**src/rtl/wpoll_pkg.sv**
```systemverilog
package wpoll_pkg;
    typedef enum logic [3:0] {
        ST_IDLE,
        ST_SETUP,
        ST_STROBE,
        ST_HOLD,
        ST_TURN,
        ST_RD1,
        ST_RD2,
        ST_EVAL,
        ST_RECOVER
    } wp_state_e;
endpackage

```
**src/rtl/wpoll_count.sv**
```systemverilog
// Saturating cycle counter with synchronous clear.
module wpoll_count #(
    parameter int W = 8
) (
    input  logic         clk,
    input  logic         rst_n,
    input  logic         clear,
    input  logic         en,
    output logic [W-1:0] count
);
    logic [W-1:0] cnt_d, cnt_q;

    always_comb begin
        cnt_d = cnt_q;
        if (clear)
            cnt_d = '0;
        else if (en && !(&cnt_q))
            cnt_d = cnt_q + W'(1);
    end

    always_ff @(posedge clk or negedge rst_n) begin
        if (!rst_n) cnt_q <= '0;
        else        cnt_q <= cnt_d;
    end

    assign count = cnt_q;
endmodule

```
**src/rtl/wpoll_addr_step.sv**
```systemverilog
// Next load address and page-end detection.
module wpoll_addr_step #(
    parameter int ADDR_W = 15,
    parameter int PAGE_W = 7
) (
    input  logic [ADDR_W-1:0] addr_in,
    output logic [ADDR_W-1:0] addr_next,
    output logic              page_last
);
    assign addr_next = addr_in + ADDR_W'(1);
    assign page_last = &addr_in[PAGE_W-1:0];
endmodule

```
**src/rtl/wpoll_eval.sv**
```systemverilog
// Completion decision for one sampled poll read.
module wpoll_eval (
    input  logic toggle_mode,
    input  logic smp_top,
    input  logic smp_tgl,
    input  logic ref_top,
    input  logic prev_tgl,
    input  logic have_prev,
    output logic complete
);
    always_comb begin
        if (toggle_mode)
            complete = have_prev && (smp_tgl == prev_tgl);
        else
            complete = (smp_top == ref_top);
    end
endmodule

```
**src/rtl/wpoll_engine.sv**
```systemverilog
module wpoll_engine
    import wpoll_pkg::*;
#(
    parameter int ADDR_W      = 15,
    parameter int DATA_W      = 8,
    parameter int PAGE_W      = 7,
    parameter int LEN_W       = 16,
    parameter int WC_MAX_CYC  = 500000,
    parameter int RECOVER_CYC = 1000
) (
    input  logic              clk,
    input  logic              rst_n,
    input  logic              cmd_start,
    input  logic [ADDR_W-1:0] cmd_addr,
    input  logic [LEN_W-1:0]  cmd_len,
    input  logic              cmd_toggle,
    input  logic [DATA_W-1:0] dat_in,
    output logic              dat_take,
    output logic              busy,
    output logic              done,
    output logic              timeout,
    output logic [ADDR_W-1:0] mem_addr,
    output logic              mem_ce_n,
    output logic              mem_oe_n,
    output logic              mem_we_n,
    output logic [DATA_W-1:0] mem_dq_out,
    output logic              mem_dq_oe,
    input  logic [DATA_W-1:0] mem_dq_in
);
    localparam int TOP_BIT = DATA_W - 1;
    localparam int TGL_BIT = DATA_W - 2;
    localparam int WCW     = $clog2(WC_MAX_CYC + 1) + 1;
    localparam int RCW     = $clog2(RECOVER_CYC + 1) + 1;
    localparam logic [WCW-1:0] WC_LIM   = WCW'(WC_MAX_CYC);
    localparam logic [RCW-1:0] REC_LAST = RCW'(RECOVER_CYC - 1);

    typedef struct packed {
        wp_state_e         st;
        logic [ADDR_W-1:0] addr;
        logic [LEN_W-1:0]  remain;
        logic [DATA_W-1:0] wbyte;
        logic              tgl_mode;
        logic              smp_top;
        logic              smp_tgl;
        logic              prev_tgl;
        logic              have_prev;
        logic              done;
        logic              tmo;
    } ctl_t;

    ctl_t ctl_d, ctl_q;

    logic [ADDR_W-1:0] addr_next;
    logic              page_last;
    logic              complete;
    logic [WCW-1:0]    wc_cnt;
    logic [RCW-1:0]    rec_cnt;
    logic              unused_rd_bits;

    assign unused_rd_bits = ^mem_dq_in[TGL_BIT-1:0];

    wpoll_addr_step #(.ADDR_W(ADDR_W), .PAGE_W(PAGE_W)) u_step (
        .addr_in   (ctl_q.addr),
        .addr_next (addr_next),
        .page_last (page_last)
    );

    wpoll_eval u_eval (
        .toggle_mode (ctl_q.tgl_mode),
        .smp_top     (ctl_q.smp_top),
        .smp_tgl     (ctl_q.smp_tgl),
        .ref_top     (ctl_q.wbyte[TOP_BIT]),
        .prev_tgl    (ctl_q.prev_tgl),
        .have_prev   (ctl_q.have_prev),
        .complete    (complete)
    );

    // Write-cycle budget: restarts on every hold cycle, runs while polling.
    wpoll_count #(.W(WCW)) u_wc (
        .clk   (clk),
        .rst_n (rst_n),
        .clear (ctl_q.st == ST_HOLD),
        .en    (ctl_q.st != ST_IDLE),
        .count (wc_cnt)
    );

    // Quiet gap after a completed page.
    wpoll_count #(.W(RCW)) u_rec (
        .clk   (clk),
        .rst_n (rst_n),
        .clear (ctl_q.st != ST_RECOVER),
        .en    (ctl_q.st == ST_RECOVER),
        .count (rec_cnt)
    );

    always_comb begin
        ctl_d      = ctl_q;
        ctl_d.done = 1'b0;
        ctl_d.tmo  = 1'b0;
        unique case (ctl_q.st)
            ST_IDLE: begin
                if (cmd_start && (cmd_len != '0)) begin
                    ctl_d.st       = ST_SETUP;
                    ctl_d.addr     = cmd_addr;
                    ctl_d.remain   = cmd_len;
                    ctl_d.tgl_mode = cmd_toggle;
                end
            end
            ST_SETUP: begin
                ctl_d.wbyte = dat_in;
                ctl_d.st    = ST_STROBE;
            end
            ST_STROBE: ctl_d.st = ST_HOLD;
            ST_HOLD: begin
                ctl_d.remain = ctl_q.remain - LEN_W'(1);
                if ((ctl_q.remain == LEN_W'(1)) || page_last) begin
                    ctl_d.st        = ST_TURN;
                    ctl_d.have_prev = 1'b0;
                end else begin
                    ctl_d.addr = addr_next;
                    ctl_d.st   = ST_SETUP;
                end
            end
            ST_TURN: ctl_d.st = ST_RD1;
            ST_RD1:  ctl_d.st = ST_RD2;
            ST_RD2: begin
                ctl_d.smp_top = mem_dq_in[TOP_BIT];
                ctl_d.smp_tgl = mem_dq_in[TGL_BIT];
                ctl_d.st      = ST_EVAL;
            end
            ST_EVAL: begin
                if (complete) begin
                    ctl_d.st = ST_RECOVER;
                end else if (wc_cnt >= WC_LIM) begin
                    ctl_d.st  = ST_IDLE;
                    ctl_d.tmo = 1'b1;
                end else begin
                    ctl_d.prev_tgl  = ctl_q.smp_tgl;
                    ctl_d.have_prev = 1'b1;
                    ctl_d.st        = ST_RD1;
                end
            end
            ST_RECOVER: begin
                if (rec_cnt >= REC_LAST) begin
                    if (ctl_q.remain != '0) begin
                        ctl_d.addr = addr_next;
                        ctl_d.st   = ST_SETUP;
                    end else begin
                        ctl_d.st   = ST_IDLE;
                        ctl_d.done = 1'b1;
                    end
                end
            end
            default: ctl_d.st = ST_IDLE;
        endcase
    end

    always_ff @(posedge clk or negedge rst_n) begin
        if (!rst_n) begin
            ctl_q    <= '0;
            ctl_q.st <= ST_IDLE;
        end else begin
            ctl_q <= ctl_d;
        end
    end

    assign busy       = (ctl_q.st != ST_IDLE);
    assign done       = ctl_q.done;
    assign timeout    = ctl_q.tmo;
    assign dat_take   = (ctl_q.st == ST_SETUP);
    assign mem_addr   = ctl_q.addr;
    assign mem_dq_out = ctl_q.wbyte;
    assign mem_we_n   = (ctl_q.st != ST_STROBE);
    assign mem_oe_n   = !((ctl_q.st == ST_RD1) || (ctl_q.st == ST_RD2));
    assign mem_dq_oe  = (ctl_q.st == ST_STROBE) || (ctl_q.st == ST_HOLD);
    assign mem_ce_n   = !((ctl_q.st == ST_SETUP) || (ctl_q.st == ST_STROBE) ||
                          (ctl_q.st == ST_HOLD)  || (ctl_q.st == ST_RD1) ||
                          (ctl_q.st == ST_RD2));
endmodule

```
**config.mk**
```make
export PLATFORM = sky130hd
export DESIGN_NAME = wpoll_engine
export DESIGN_NICKNAME = d
export VERILOG_FILES = /design/src/rtl/wpoll_pkg.sv /design/src/rtl/wpoll_count.sv /design/src/rtl/wpoll_addr_step.sv /design/src/rtl/wpoll_eval.sv /design/src/rtl/wpoll_engine.sv
export SDC_FILE = /design/constraint.sdc
export NUM_CORES = 1
export LEC_CHECK = 0
export BUFFER_PORTS_ARGS = -buffer_cell sky130_fd_sc_hd__buf_2
export CORE_ASPECT_RATIO = 1.1
export CORE_UTILIZATION = 50
export DETAILED_ROUTE_END_ITERATION = 12
export PLACE_DENSITY = 0.74
export SLEW_MARGIN = 20
export SYNTH_ARGS = -nofsm -noshare
export SYNTH_HDL_FRONTEND = slang
export SYNTH_SLANG_ARGS = --single-unit
```
**constraint.sdc**
```tcl
create_clock -name clk -period 2.05 [get_ports clk]
set_input_delay 0.41 -clock clk [delete_from_list [all_inputs] [get_ports clk]]
set_output_delay 0.41 -clock clk [all_outputs]
set_load 0.01 [all_outputs]
```
==> results.json <==
{
  "met1_length_um": 4840,
  "met3_length_um": 402,
  "post-route-period-util_pct": 98.6,
  "synth_edf_count": 0,
  "grt-ovfl-total": 0,
  "synth_ff_type": "dfrtp_1",
  "drt_pass1_iterations": 5,
  "syn_nets": 568,
  "start_util_pct": 51.7,
  "worst_pin_slew_ns": 0.460,
  "grtUsageTotal_pct": 23.0,
  "boundaryPins": 82,
  "synth-seq-cells": 81,
  "grt_pass1_vias": 3990,
  "slew_violations": 0,
  "antenna_left": 0,
  "p_leak_nw": 2.54,
  "synth_common_cells": "dfrtp_1, nor2_1, nand2_1",
  "die_y_um": 105,
  "worstPathMaxFanout": 34,
  "arrival_ns": 2.27,
  "wire_per_inst_um": 15.2,
  "fin_cells": 724,
  "grt_first_pass_wirelength_um": 18100,
  "htreeDepth": 3,
  "synth_async_sr_flop_share_pct": 100,
  "hpwl_um": 7870,
  "synth_area_per_cell_um2": 9.53,
  "cts-buffers-inserted": 9,
  "synth_top_area_share_pct": 41.7,
  "synth.cell_area_mm2": 0.00486,
  "crit_top_cell": "nand2_1",
  "synth_most_common_cell": "dfrtp_1",
  "regToRegEndpoint": "mem_addr[14]",
  "antenna_found_initial": 0,
  "cts_buffer_depth": 2,
  "hold_depth": 3,
  "ys_seq_area_share_pct": 41.7,
  "synth.distinct_cells": 63,
  "wl_um": 11000,
  "core_area_mm2": 0.00940,
  "cts_sinks": 81,
  "critPathTopFamily": "buffers and inverters",
  "area_growth_pct": 21.8,
  "root_buffer": "clkbuf_8",
  "rrSetupSlack_ns": 0.03,
  "crit_slowest_cell": "dfrtp_2",
  "fin_tns_setup_ns": 0,
  "critPathLaunchType": "flip-flop",
  "crit_chain": "buf_4 -> nor3_2 -> nand2_1 -> buf_4 -> nand2_1 -> buf_12 -> nand2_1 -> o22ai_1 -> a21oi_4",
  "grt_max_degree": 75,
  "clock_latency_ns": 0.36,
  "synth_area_leader_cell": "dfrtp_1",
  "reg2reg_depth": 9,
  "status": "completed",
  "wl_met2_um": 5590,
  "num_rows": 37,
  "die_x_um": 96.0,
  "die_area_mm2": 0.0101,
  "yosysWarningCount": 0,
  "ir_drop_v": 0.000682,
  "nets": 661,
  "maxSlewHeadroom_pct": 69.2,
  "io_buffers": 75,
  "setup_viol_count_final": 0,
  "dp.cells": 692,
  "clk_pin_slew_worst_paths_ns": 0.08,
  "place.gp.congestion": 0.883,
  "hold_viol_final": 0,
  "min_to": "ctl_q[6]",
  "holdCritStartpoint": "cmd_toggle",
  "drive_gt1_share_pct": 35.7,
  "hold_path.class": "in2reg",
  "max-cap-violations": 0,
  "crit_type": "reg2reg",
  "cpPeakStageDelay_ns": 0.45,
  "power_density_mw_per_mm2": 1390,
  "endpoint_kind": "flip-flop",
  "r2r-start": "ctl_q[48]",
  "worst-path-buf-inv": 3,
  "fmax_mhz": 495,
  "cts_tree": "yes",
  "antennaDiodeCount": 0,
  "fin_crit_ns": 2.02,
  "vias": 4107,
  "viasPerCell": 5.67,
  "synthTopCellsByArea": "dfrtp_1, nor2_1, buf_4",
  "netlist_instances": 510,
  "first_iter_violations": 181,
  "route.top_layer_used": "met4",
  "drc": 0,
  "required_ns": 2.29,
  "skew_ns": 0.00985
}
## report_power, final
part           switching (mW)  leakage, nW  internal [mW]
sequential              0.539         1.01           2.09
combinational            2.24         1.41           2.04
clock                   0.552        0.116          0.780
## timing repair
| item | 4_1_cts | 5_1_grt |
|---|---|---|
| pin swaps | 2 | 7 |
| endpoints found under the hold margin | 7 | 0 |
| setup buffers | 5 | 11 |
| gates cloned | 0 | 1 |
| resized for setup | 11 | 20 |
| hold buffers | 1 | 0 |
| setup endpoints to repair | 13 | 22 |
## cell type report
cell class	instances	area (um2)
fillers	821	3480
multi-input cells	371	2590
flip-flops and latches	81	2030
repair buffers	128	880
clock buffers	13	169
well taps	117	146
clock inverters	2	60.1
inverters	12	45.0
## layout by cell type (no fill, tap or decap), types with 3 or more instances in the layout
master | netlist | routed
inv_1 | 10 | 10
nand2b_1 | 3 | 3
o211ai_1 | 6 | 6
buf_2 | 8 | 73
a21oi_1 | 15 | 15
nor2_1 | 59 | 58
nor4_1 | 6 | 5
a31oi_2 | 1 | 11
nor3_1 | 17 | 17
nor3_2 | 5 | 5
or3_4 | 2 | 3
dfrtp_1 | 81 | 77
buf_4 | 24 | 44
dfrtp_2 | 0 | 4
and4_1 | 4 | 3
and2_1 | 5 | 5
a31oi_1 | 17 | 7
nand3_1 | 27 | 27
nor4_4 | 4 | 4
a211oi_1 | 11 | 9
a21oi_4 | 10 | 10
and3_1 | 8 | 8
xor2_1 | 19 | 19
buf_12 | 1 | 5
clkbuf_8 | 0 | 12
o22ai_1 | 3 | 3
mux2_2 | 11 | 11
o21ai_0 | 20 | 20
nand4_1 | 17 | 17
buf_6 | 3 | 3
ha_1 | 7 | 6
nand2_1 | 44 | 43
xnor2_1 | 10 | 9
## kinds of logic (layout without fill, tap and decap cells)
| family | count (synthesis) | after routing | share of synthesized area (%) |
|---|---|---|---|
| compound gates | 102 | 102 | 15.9 |
| xor+xnor | 29 | 29 | 5.23 |
| fa+ha+maj | 7 | 7 | 1.80 |
| buf+inv | 58 | 155 | 7.34 |
| flops | 81 | 81 | 41.7 |
| mux | 11 | 11 | 2.55 |
| simple gates | 222 | 222 | 25.5 |
## stage by stage
step | cell area, um2 | power (mW) | utilization (%) | hold WS [ns] | setup WS (ns)
CTS | 5720 | 7.93 | 60.9 | 0.258 | 0.00154
global placement | 5410 | 6.32 | 57.5 | 0.237 | 0.0830
detailed placement | 5410 | 6.46 | 57.5 | 0.241 | -0.0195
finish | 5920 | 8.25 | 63.0 | 0.272 | 0.0291
global route | 5920 | 8.81 | 63.0 | 0.265 | -0.0570
floorplan | 4860 | 5.52 | - | 0.114 | 0.0323
## worst reg2reg max path: stages, from the launching register on
cell     delay (ns)
dfrtp_2        0.45
buf_4          0.15
nor3_2         0.20
nand2_1        0.12
buf_4          0.20
nand2_1        0.14
buf_12         0.19
nand2_1        0.09
o22ai_1        0.28
a21oi_4        0.09
## per-layer routing
metal  global-route usage [%]  vias up
met2                     37.4       79
met4                     9.17        0
met1                     29.3     2014
met3                     4.91       17
li1                         -     1997
met5                        0        -
## state kept, by name, indices dropped and copies added (netlist names)
signal,count
done,1
ctl_q,25
timeout,1
mem_dq_out,8
u_rec.count,11
u_wc.count,20
mem_addr,15
## worst max path at each step
stage / slack (ns) / end / from / cells after the start
global placement: 0.08 / mem_addr[8] / u_rec.count[1] / 8
global route: -0.06 / mem_addr[14] / ctl_q[48] / 9
floorplan: 0.03 / mem_addr[10] / u_rec.count[0] / 9
detailed placement: -0.02 / mem_addr[9] / u_rec.count[1] / 8
finish: 0.03 / mem_addr[14] / ctl_q[48] / 9
CTS: 0.002 / mem_addr[13] / u_rec.count[1] / 8
Power figures use the tool's default switching activity.
